`src/rtl/tctl_pkg.sv`:
```
package tctl_pkg;

  localparam int OFS_W = 12;

  typedef enum logic [3:0] {
    SEL_NONE, SEL_PCHAR, SEL_PWORD, SEL_EXIT, SEL_SSET, SEL_SCLR, SEL_MON,
    SEL_ISET, SEL_ICLR, SEL_MT_LO, SEL_MT_HI, SEL_CMP_LO, SEL_CMP_HI
  } reg_sel_e;

  function automatic reg_sel_e decode_ofs(input logic [OFS_W-1:0] ofs);
    case (ofs)
      12'h000: decode_ofs = SEL_PCHAR;
      12'h004: decode_ofs = SEL_PWORD;
      12'h008: decode_ofs = SEL_EXIT;
      12'h010: decode_ofs = SEL_SSET;
      12'h014: decode_ofs = SEL_SCLR;
      12'h018: decode_ofs = SEL_MON;
      12'h020: decode_ofs = SEL_ISET;
      12'h030: decode_ofs = SEL_ICLR;
      12'h100: decode_ofs = SEL_MT_LO;
      12'h104: decode_ofs = SEL_MT_HI;
      12'h108: decode_ofs = SEL_CMP_LO;
      12'h10C: decode_ofs = SEL_CMP_HI;
      default: decode_ofs = SEL_NONE;
    endcase
  endfunction

endpackage

```
`src/rtl/tctl_bus_fe.sv`:
```
module tctl_bus_fe
  import tctl_pkg::*;
#(
  parameter int              ADDR_W    = 32,
  parameter logic [ADDR_W-1:0] BASE_ADDR = ADDR_W'(32'h8000_0000)
) (
  input  logic              clk_i,
  input  logic              rst_ni,
  input  logic [ADDR_W-1:0] addr_i,
  input  logic              write_i,
  input  logic [2:0]        size_i,
  input  logic [1:0]        trans_i,
  output logic              ready_o,
  output logic              err_o,
  output reg_sel_e          sel_o,
  output logic              wr_o,
  output logic              rd_o
);

  logic              dp_vld_q, dp_wr_q, err2_q;
  logic [ADDR_W-1:0] dp_addr_q;
  reg_sel_e          dp_sel;
  logic              bad;

  logic unused_fe;
  assign unused_fe = ^{trans_i[0], size_i};

  always_comb begin
    dp_sel = SEL_NONE;
    if (dp_addr_q[ADDR_W-1:OFS_W] == BASE_ADDR[ADDR_W-1:OFS_W])
      dp_sel = decode_ofs(dp_addr_q[OFS_W-1:0]);
  end

  assign bad     = dp_vld_q && (dp_sel == SEL_NONE);
  assign ready_o = !(bad && !err2_q);
  assign err_o   = bad;
  assign sel_o   = dp_sel;
  assign wr_o    = dp_vld_q && dp_wr_q && !bad;
  assign rd_o    = dp_vld_q && !dp_wr_q && !bad;

  always_ff @(posedge clk_i or negedge rst_ni) begin
    if (!rst_ni) begin
      dp_vld_q  <= 1'b0;
      dp_wr_q   <= 1'b0;
      dp_addr_q <= '0;
      err2_q    <= 1'b0;
    end else begin
      if (ready_o) begin
        dp_vld_q  <= trans_i[1];
        dp_wr_q   <= write_i;
        dp_addr_q <= addr_i;
      end
      err2_q <= bad && !err2_q;
    end
  end

  // stall cycle is always followed by the completing error cycle
  assert_err_two_cycle_R12: assert property (@(posedge clk_i) disable iff (!rst_ni)
    (err_o && !ready_o) |=> (err_o && ready_o));
  assert_stall_only_on_err_R12: assert property (@(posedge clk_i) disable iff (!rst_ni)
    !ready_o |-> err_o);
  // idle address phase never turns into an access
  assert_idle_no_access_R13: assert property (@(posedge clk_i) disable iff (!rst_ni)
    (ready_o && !trans_i[1]) |=> !(wr_o || rd_o || err_o));
  // accepted valid phase yields exactly one kind of data phase
  assert_phase_advance_R2: assert property (@(posedge clk_i) disable iff (!rst_ni)
    (ready_o && trans_i[1]) |=> $onehot({wr_o, rd_o, err_o}));

endmodule

```
`src/rtl/tctl_timer.sv`:
```
module tctl_timer #(
  parameter int DATA_W = 32,
  localparam int TIME_W = 2 * DATA_W
) (
  input  logic              clk_i,
  input  logic              rst_ni,
  input  logic              mt_lo_we_i,
  input  logic              mt_hi_we_i,
  input  logic              cmp_lo_we_i,
  input  logic              cmp_hi_we_i,
  input  logic [DATA_W-1:0] data_i,
  output logic [TIME_W-1:0] mtime_o,
  output logic [TIME_W-1:0] cmp_o,
  output logic              irq_o
);

  logic [TIME_W-1:0] mtime_q, cmp_q;

  always_ff @(posedge clk_i or negedge rst_ni) begin
    if (!rst_ni) begin
      mtime_q <= '0;
      cmp_q   <= '0;
    end else begin
      if (mt_lo_we_i)      mtime_q <= {mtime_q[TIME_W-1:DATA_W], data_i};
      else if (mt_hi_we_i) mtime_q <= {data_i, mtime_q[DATA_W-1:0]};
      else                 mtime_q <= mtime_q + TIME_W'(1);
      if (cmp_lo_we_i)      cmp_q <= {cmp_q[TIME_W-1:DATA_W], data_i};
      else if (cmp_hi_we_i) cmp_q <= {data_i, cmp_q[DATA_W-1:0]};
    end
  end

  assign mtime_o = mtime_q;
  assign cmp_o   = cmp_q;
  assign irq_o   = (mtime_q >= cmp_q);

  assert_mtime_step_R3: assert property (@(posedge clk_i) disable iff (!rst_ni)
    !(mt_lo_we_i || mt_hi_we_i) |=> (mtime_o == $past(mtime_o) + TIME_W'(1)));
  assert_mtime_lo_only_R4: assert property (@(posedge clk_i) disable iff (!rst_ni)
    mt_lo_we_i |=> (mtime_o[TIME_W-1:DATA_W] == $past(mtime_o[TIME_W-1:DATA_W]))
                && (mtime_o[DATA_W-1:0] == $past(data_i)));
  assert_cmp_hi_only_R4: assert property (@(posedge clk_i) disable iff (!rst_ni)
    cmp_hi_we_i |=> (cmp_o[DATA_W-1:0] == $past(cmp_o[DATA_W-1:0]))
                 && (cmp_o[TIME_W-1:DATA_W] == $past(data_i)));
  assert_cmp_hold_R4: assert property (@(posedge clk_i) disable iff (!rst_ni)
    !(cmp_lo_we_i || cmp_hi_we_i) |=> $stable(cmp_o));

endmodule

```
`src/rtl/tctl_irq_bank.sv`:
```
module tctl_irq_bank #(
  parameter int W = 8
) (
  input  logic         clk_i,
  input  logic         rst_ni,
  input  logic         set_i,
  input  logic         clr_i,
  input  logic [W-1:0] data_i,
  output logic [W-1:0] vec_o
);

  logic [W-1:0] vec_q;

  always_ff @(posedge clk_i or negedge rst_ni) begin
    if (!rst_ni)    vec_q <= '0;
    else if (set_i) vec_q <= vec_q | data_i;
    else if (clr_i) vec_q <= vec_q & ~data_i;
  end

  assign vec_o = vec_q;

  // shared rules for both vectors
  assert_set_bits_R6: assert property (@(posedge clk_i) disable iff (!rst_ni)
    set_i |=> ((vec_o & $past(data_i)) == $past(data_i)) && ((vec_o & ~$past(data_i)) == ($past(vec_o) & ~$past(data_i))));
  assert_clr_bits_R7: assert property (@(posedge clk_i) disable iff (!rst_ni)
    clr_i |=> (vec_o == ($past(vec_o) & ~$past(data_i))));
  assert_hold_R6: assert property (@(posedge clk_i) disable iff (!rst_ni)
    !(set_i || clr_i) |=> $stable(vec_o));

endmodule

```
`src/rtl/tctl_periph.sv`:
```
module tctl_periph
  import tctl_pkg::*;
#(
  parameter int                ADDR_W    = 32,
  parameter int                DATA_W    = 32,
  parameter int                SOFT_W    = 8,
  parameter int                EXT_W     = 32,
  parameter logic [ADDR_W-1:0] BASE_ADDR = ADDR_W'(32'h8000_0000)
) (
  input  logic              clk_i,
  input  logic              rst_ni,
  input  logic [ADDR_W-1:0] bus_addr_i,
  input  logic              bus_write_i,
  input  logic [2:0]        bus_size_i,
  input  logic [1:0]        bus_trans_i,
  input  logic [DATA_W-1:0] bus_wdata_i,
  output logic              bus_ready_o,
  output logic              bus_err_o,
  output logic [DATA_W-1:0] bus_rdata_o,
  output logic [SOFT_W-1:0] soft_irq_o,
  output logic [EXT_W-1:0]  ext_irq_o,
  output logic              timer_irq_o,
  output logic              mon_en_o,
  output logic              print_valid_o,
  output logic              print_word_o,
  output logic [DATA_W-1:0] print_data_o,
  output logic              exit_valid_o,
  output logic [DATA_W-1:0] exit_code_o
);

  localparam int TIME_W = 2 * DATA_W;

  reg_sel_e          sel;
  logic              wr_en, rd_en;
  logic [TIME_W-1:0] mtime, cmp;
  logic              pv_q, pw_q, mon_q, exit_q;
  logic [DATA_W-1:0] pd_q, code_q;

  tctl_bus_fe #(.ADDR_W(ADDR_W), .BASE_ADDR(BASE_ADDR)) u_fe (
    .clk_i, .rst_ni,
    .addr_i (bus_addr_i),
    .write_i(bus_write_i),
    .size_i (bus_size_i),
    .trans_i(bus_trans_i),
    .ready_o(bus_ready_o),
    .err_o  (bus_err_o),
    .sel_o  (sel),
    .wr_o   (wr_en),
    .rd_o   (rd_en)
  );

  tctl_timer #(.DATA_W(DATA_W)) u_timer (
    .clk_i, .rst_ni,
    .mt_lo_we_i (wr_en && sel == SEL_MT_LO),
    .mt_hi_we_i (wr_en && sel == SEL_MT_HI),
    .cmp_lo_we_i(wr_en && sel == SEL_CMP_LO),
    .cmp_hi_we_i(wr_en && sel == SEL_CMP_HI),
    .data_i     (bus_wdata_i),
    .mtime_o    (mtime),
    .cmp_o      (cmp),
    .irq_o      (timer_irq_o)
  );

  tctl_irq_bank #(.W(SOFT_W)) u_soft (
    .clk_i, .rst_ni,
    .set_i (wr_en && sel == SEL_SSET),
    .clr_i (wr_en && sel == SEL_SCLR),
    .data_i(bus_wdata_i[SOFT_W-1:0]),
    .vec_o (soft_irq_o)
  );

  tctl_irq_bank #(.W(EXT_W)) u_ext (
    .clk_i, .rst_ni,
    .set_i (wr_en && sel == SEL_ISET),
    .clr_i (wr_en && sel == SEL_ICLR),
    .data_i(bus_wdata_i[EXT_W-1:0]),
    .vec_o (ext_irq_o)
  );

  always_comb begin
    bus_rdata_o = '0;
    if (rd_en) begin
      case (sel)
        SEL_SSET, SEL_SCLR: bus_rdata_o = DATA_W'(soft_irq_o);
        SEL_ISET, SEL_ICLR: bus_rdata_o = DATA_W'(ext_irq_o);
        SEL_MT_LO:          bus_rdata_o = mtime[DATA_W-1:0];
        SEL_MT_HI:          bus_rdata_o = mtime[TIME_W-1:DATA_W];
        SEL_CMP_LO:         bus_rdata_o = cmp[DATA_W-1:0];
        SEL_CMP_HI:         bus_rdata_o = cmp[TIME_W-1:DATA_W];
        default:            bus_rdata_o = '0;
      endcase
    end
  end

  always_ff @(posedge clk_i or negedge rst_ni) begin
    if (!rst_ni) begin
      pv_q   <= 1'b0;
      pw_q   <= 1'b0;
      pd_q   <= '0;
      mon_q  <= 1'b0;
      exit_q <= 1'b0;
      code_q <= '0;
    end else begin
      pv_q <= wr_en && (sel == SEL_PCHAR || sel == SEL_PWORD);
      if (wr_en && (sel == SEL_PCHAR || sel == SEL_PWORD)) begin
        pw_q <= (sel == SEL_PWORD);
        pd_q <= bus_wdata_i;
      end
      if (wr_en && sel == SEL_MON) mon_q <= |bus_wdata_i;
      if (wr_en && sel == SEL_EXIT && !exit_q) begin
        exit_q <= 1'b1;
        code_q <= bus_wdata_i;
      end
    end
  end

  assign print_valid_o = pv_q;
  assign print_word_o  = pw_q;
  assign print_data_o  = pd_q;
  assign mon_en_o      = mon_q;
  assign exit_valid_o  = exit_q;
  assign exit_code_o   = code_q;

  assert_exit_sticky_R9: assert property (@(posedge clk_i) disable iff (!rst_ni)
    exit_valid_o |=> (exit_valid_o && $stable(exit_code_o)));
  assert_print_after_write_R8: assert property (@(posedge clk_i) disable iff (!rst_ni)
    print_valid_o |-> ($past(wr_en) && (print_data_o == $past(bus_wdata_i))));
  assert_mon_follows_write_R10: assert property (@(posedge clk_i) disable iff (!rst_ni)
    !(wr_en && sel == SEL_MON) |=> $stable(mon_en_o));
  assert_err_reads_zero_R12: assert property (@(posedge clk_i) disable iff (!rst_ni)
    bus_err_o |-> (bus_rdata_o == '0));

endmodule

```
`config.mk`:
```
export PLATFORM = sky130hd
export DESIGN_NAME = tctl_periph
export DESIGN_NICKNAME = d
export VERILOG_FILES = /design/src/rtl/tctl_pkg.sv /design/src/rtl/tctl_bus_fe.sv /design/src/rtl/tctl_timer.sv /design/src/rtl/tctl_irq_bank.sv /design/src/rtl/tctl_periph.sv
export SDC_FILE = /design/constraint.sdc
export NUM_CORES = 1
export LEC_CHECK = 0
export ABC_AREA = 1
export BUFFER_PORTS_ARGS = -buffer_cell sky130_fd_sc_hd__buf_2
export CORE_ASPECT_RATIO = 1.25
export CORE_UTILIZATION = 35
export DETAILED_ROUTE_END_ITERATION = 8
export MAX_ROUTING_LAYER = met4
export PLACE_DENSITY = 0.57
export SKIP_LAST_GASP = 1
export SLEW_MARGIN = 20
export SYNTH_ARGS = -nofsm -noshare
export SYNTH_HDL_FRONTEND = slang
export SYNTH_SLANG_ARGS = --single-unit
```
`constraint.sdc`:
```
create_clock -name clk_i -period 2.78 [get_ports clk_i]
set_clock_uncertainty 0.2 [all_clocks]
set_input_delay 0 -clock clk_i [delete_from_list [all_inputs] [get_ports clk_i]]
set_output_delay 0 -clock clk_i [all_outputs]
set_load 0.02 [all_outputs]
```
=== Word-level counts from Yosys, hierarchy flattened ===
Cells that the tools add are included.

* $add $sub $neg: 1
* $lt $le $gt $ge: 1
* Eq/ne operators: 25
* Muxes and demuxes: 11
* Bitwise logic cells: 7
* Reduce and logical (&&, ||, !) cells: 32

{| class="wikitable"
|+ Operators by type and width
! kind !! number
|-
| 32-bit case mux with 6 select lines || 1
|-
| 32-bit two-way mux || 5
|-
| 64-bit by 1-bit adder with 64-bit output (second input constant) || 1
|-
| 64-bit >= comparator || 1
|-
| 64-bit two-way mux || 1
|-
| 12-bit by 9-bit equality test with 1-bit output (second input constant) || 4
|-
| 4-bit case mux with 12 select lines || 1
|-
| 12-bit by 5-bit equality test with 1-bit output (second input constant) || 3
|-
| 32-bit AND || 1
|-
| 32-bit inverter || 1
|-
| 32-bit OR || 1
|-
| 32-bit OR reduction || 1
|-
| 12-bit by 6-bit equality test with 1-bit output (second input constant) || 2
|-
| 20-bit equality test (second input constant) || 1
|-
| 4-bit equality test (second input constant) || 5
|-
| 1-bit logical AND || 18
|-
| 4-bit by 3-bit equality test with 1-bit output (second input constant) || 4
|-
| 8-bit two-way mux || 2
|-
| 12-bit by 3-bit equality test with 1-bit output (second input constant) || 1
|-
| 12-bit by 4-bit equality test with 1-bit output (second input constant) || 1
|-
| 12-bit logical NOT || 1
|-
| 8-bit AND || 1
|-
| 4-bit by 2-bit equality test with 1-bit output (second input constant) || 2
|-
| 8-bit inverter || 1
|-
| other kinds (11) || 17
|}

* Bits in registers: 271
* Bits of input ports: 72
* Output and inout bits: 143
* Word-level logic and storage cells: 93

=== Depth between registers and ports, before layout ===
* Depth after elaboration: 10
* Mapped depth: 17

=== By module ===
From an unflattened synthesis, not the netlist that was laid out.

* Cells, all modules: 2,362
* Area total of the unflattened synthesis: 16,859.9 µm²

{| class="wikitable"
|+ By module, submodules not included
! module !! times used !! cells each !! area an instance (µm²) !! seq. area each (µm²)
|-
| tctl_timer || 1 || 1,247 || 8,851.0 || 3,203.1
|-
| tctl_periph || 1 || 635 || 4,097.7 || 1,701.6
|-
| tctl_bus_fe || 1 || 272 || 2,243.4 || 875.8
|-
| tctl_irq_bank at u_ext || 1 || 166 || 1,337.5 || 800.8
|-
| tctl_irq_bank at u_soft || 1 || 42 || 330.3 || 200.2
|}

=== Worst setup path after synthesis ===
No wires, ideal clock.

* Kind: register to output
* Start point: register u_fe.dp_addr_q[1]
* End point: output bus_rdata_o[11]
* Arrival time: 2.243 ns
* Data required time: 2.580 ns
* Setup slack: 0.337 ns
* Cell stages (with the launch flop): 17
* Path through: dfrtp_1 > nor2_1 > nand2_1 > nor2_2 > nand2_1 > nand2_1 > nor2_1 > nand2_4 > nand3_4 > nor2_2 > nand2_1 > nand2_1 > nor2_1 > nand2_1 > nand2_1 > buf_2 > nor2_1

* Longest elaborated chain between the ends: 8
* Elaborated cells on any way between the ends: 30
* Those cells by class: 19 x eq/ne; 4 x mux; 7 x reduce/logical

{| class="wikitable"
|+ RTL lines
! element !! RTL line !! text
|-
| start, declared || tctl_bus_fe.sv:21 || <nowiki>logic [ADDR_W-1:0] dp_addr_q;</nowiki>
|-
| start signal, assigned || tctl_bus_fe.sv:51 || <nowiki>dp_addr_q <= addr_i;</nowiki>
|-
| 12-bit by 9-bit equality test with 1-bit output, or another cell as far along || tctl_pkg.sv:11 || <nowiki>case (ofs)</nowiki>
|-
| 4-bit case mux with 12 select lines * || tctl_pkg.sv:11 ||
|-
| 4-bit two-way mux * || tctl_bus_fe.sv:30 || <nowiki>if (dp_addr_q[ADDR_W-1:OFS_W] == BASE_ADDR[ADDR_W-1:OFS_W])</nowiki>
|-
| branches (longest 4 deep; another with 32-bit case mux with 6 select lines) || n/a ||
|-
| 32-bit two-way mux * || tctl_periph.sv:82 || <nowiki>if (rd_en) begin</nowiki>
|-
| end, declared || tctl_periph.sv:19 || <nowiki>output logic [DATA_W-1:0] bus_rdata_o,</nowiki>
|}

Every way passes the cells marked *.

=== Worst setup path in the final report ===
* Start point: register u_fe.dp_addr_q[2]
* End point: output bus_rdata_o[31]

Same word-level chain as after synthesis.

==> key figures <==
Placement
  – Routability Congestion: slightly below 1
  – Buffers on Ports: 210
  – Placement-stage cell area: about 0.020 mm²
  – Placed cells: between 3000 and 4000
  – Dpl hpwl: ~50000 µm

Global route
  – Overall Global Routing Usage: between 20 and 30%
  – GRT busiest layer: met2
  – Met1 usage: 34.0%
  – Initial antenna violation count: 1
  – Aggregate global routing overflow: 0
  – Met3 usage: approximately 2.2%
  – Pin count of the biggest net entering global routing: 74
  – M2 GR Usage: between 40 and 50%
  – First-pass GRT wire length: approximately 100000 µm
  – Vias in the first global route: ~18000

Yosys
  – Most common flop cell mapped by yosys: dfrtp_1
  – EDFF count, synth: 0
  – Synth warn: 0
  – Synth cell types: between 40 and 50
  – Cell count after synthesis: 2440
  – Syn avg cell area: approximately 7 µm²
  – Asr flop ratio synth: 100%
  – Mapped Area: 0.0171 mm²
  – Synthesized net count: 2577
  – Synthesized flop and latch total: 271
  – Seq/Total Area, Yosys: 39.7%

Clock tree
  – Later-pin clock latency in the skew report: just over 0.6 ns
  – CTS max path bufs: 3
  – TritonCTS clock tree: yes
  – H-tree depth: 1
  – Clk root buf: clkbuf_16
  – Reg clk slew, reported paths: about 0.07 ns
  – Clock Sinks: ~270
  – Num CTS Buffers: 31

Power and ir drop
  – Clock share of power: between 30% and 40%
  – Sw power: 0.00320 W
  – Leakage power: around 12 nW
  – Switching share of power: between 30% and 40%
  – VDD IR max: slightly below 0.6 mV
  – Pint: between 0.007 and 0.008 W
  – Pwr dens: 443 mW/mm²
  – Sequential group share of total power: 41.9%
  – Combinational share of power: between 10% and 20%

Cells and area
  – Antenna diodes: 0
  – FF+latch area: 0.00681 mm²
  – Area of the multi-input gates: between 0.009 and 0.01 mm²
  – P&R area growth vs syn: 39.8%
  – Layout filler cell count: slightly below 5000
  – Share of layout cells above drive strength 1: about 22%
  – Final nets: roughly 3000
  – Final std cells w/o fill: around 3600
  – Design area: 0.0239 mm²

Timing
  – Fmax: around 310 MHz
  – Worst setup margin: -0.409 ns
  – Tcrit/Tclk final: 115%
  – Hold Vio Cnt, Final: 0
  – Slew @ Worst Pin: ~0.69 ns
  – RSZ-0062 raised after global routing: yes
  – Hold_ws: about 0.045 ns
  – Setup violators final: 43
  – Final critical-path required period: 3.19 ns
  – Max-slew violation count: 0
  – Slew margin rel.: around 54%

Route
  – Antenna Nets Post-Route: 0
  – Routed WL: 78300 µm
  – Avg WL per Cell: 21.9 µm
  – Vias: around 19000
  – DRC violations left: 0
  – Via-per-instance ratio: 5.21
  – First DRT Iteration DRCs: between 1000 and 1500
  – Pre-antenna DRT Iters: 6

Critical path
  – Critical path type: flip-flop to primary output
  – Worst Setup End Kind: primary output
  – CP Max Fanout: 10
  – Worst endpoint required time: ~2.6 ns
  – Reg2reg start: u_fe.dp_addr_q[2]
  – R2R depth: 18
  – Worst reg2reg endpoint: exit_code_o[24]
  – R2R setup slack: -0.03 ns
  – CP Launch Type: flip-flop
  – Worst Path Arrival: between 2 and 3 ns

Worst hold path
  – Worst Hold Class: input pin to flip-flop
  – Min-Delay Path Depth: 4
  – Worst Hold Launch: bus_wdata_i[19]
  – Hold endpoint: u_timer.mtime_o[19]

Floorplanning
  – Die H: about 250 µm
  – Core box area: approximately 0.048 mm²
  – Initial Utilization: a little over a third
  – Die area: 0.0497 mm²
  – Die width: around 200 µm
  – Top Ports: 215
  – Rows: 90

Flow run
  – Max-cap viol count: 0

Status
  – Violated checks: setup timing
  – Status: finished with violations
[per-stage QoR]
step | utilization [%] | total power, W | worst slack [ns] | setup TNS [ns]
after global routing | 49.5 | 0.0110 | -0.543 | -25.60
after global placement | 41.3 | 0.00585 | -0.114 | -0.114
after floorplan | - | 0.00523 | 0.337 | 0
after detailed placement | 41.3 | 0.00588 | -0.145 | -1.49
after CTS | 46.8 | 0.0103 | -0.413 | -12.60
final | 49.5 | 0.0106 | -0.409 | -11.58
[placed cells by master (no fill, tap or decap), drive strengths merged, types with 4 or more instances in the layout]
cell	instances
o21ai	145
nand3b	24
xnor2	19
clkinv	5
nor3	37
inv	284
o21a	4
dfrtp	271
nand3	319
ha	65
a21oi	28
nand2	787
buf	418
nor2	208
dlygate4sd3	102
xor2	41
nand4	66
nor4	13
clkbuf	71
[timing repair]
action | CTS | global route
buffers inserted | 24 | 30
cloned | 2 | 33
pin swaps | 21 | 32
endpoints found under the hold margin | 538 | 0
hold buffers | 103 | 0
endpoints found under the setup margin | 61 | 264
resized for setup | 97 | 105
[how the worst max path moves through the flow]
stage                            to               from  depth (start not counted)  slack [ns]
floorplan           bus_rdata_o[11]  u_fe.dp_addr_q[1]                         16        0.34
global placement    bus_rdata_o[31]  u_fe.dp_addr_q[1]                         17       -0.11
detailed placement  bus_rdata_o[31]  u_fe.dp_addr_q[1]                         17       -0.15
CTS                  bus_rdata_o[0]  u_fe.dp_addr_q[0]                         19       -0.41
global route        bus_rdata_o[28]  u_fe.dp_addr_q[2]                         17       -0.54
finish              bus_rdata_o[31]  u_fe.dp_addr_q[2]                         17       -0.41
[cell type report]
| cell class | count | area share (%) |
|---|---|---|
| repair buffers | 543 | 20.5 |
| clock inverters | 7 | 0.278 |
| multi-input cells | 1777 | 38.8 |
| well taps | 644 | 3.38 |
| flip-flops and latches | 271 | 28.5 |
| clock buffers | 48 | 4.02 |
| inverters | 284 | 4.51 |
[Yosys cell counts (35+ instances only)]
cell type	instances	area (µm²)
buf_2	62	310
dfrtp_1	271	6780
ha_1	65	813
inv_1	277	1040
nand2_1	781	2930
nand3_1	316	1580
nand4_1	66	413
nor2_1	194	728
nor3_1	35	175
o21ai_0	57	285
o21ai_1	88	440
xor2_1	41	359
[cells by family (layout without fill, tap and decap cells)]
kind of cell,after synthesis,in the layout,share of synthesized area (%)
DFF,271,271,39.7
AOI/OAI and AO/OA,195,195,6.08
buffers and inverters,392,882,9.31
and+or+nand+nor,1457,1457,37.0
adders and majority gates,65,65,4.76
xor gates and xnor gates,60,60,3.08
[power groups by stage]
stage	Combinational, W	Clock, W	Sequential (W)
after floorplan	0.000836	0	0.00440
after global placement	0.00143	0	0.00442
after detailed placement	0.00145	0	0.00444
after CTS	0.00167	0.00427	0.00438
after global routing	0.00211	0.00441	0.00445
final	0.00193	0.00421	0.00442
[routing by layer]
metal,share of wire [%],up-vias
met3,6.0,149
met1,40,9017
met2,50,652
met5,0,-
li1,-,8795
met4,4.0,0
[critical path, cell delays in order, from the launching register on]
cell and delay [ns]:
dfrtp_2 0.44, inv_2 0.09, nand2_2 0.07, nor2_4 0.14, nand3_2 0.11, nand2_2 0.10, nor2_2 0.05, nand2_4 0.12
buf_4 0.13, nand3_2 0.11, nor2_4 0.17, buf_12 0.13, clkbuf_16 0.17, nand3_1 0.08, nand3_1 0.11, nor2_1 0.06
nor2_2 0.14, buf_4 0.17
(Power assumes the default switching activity.)
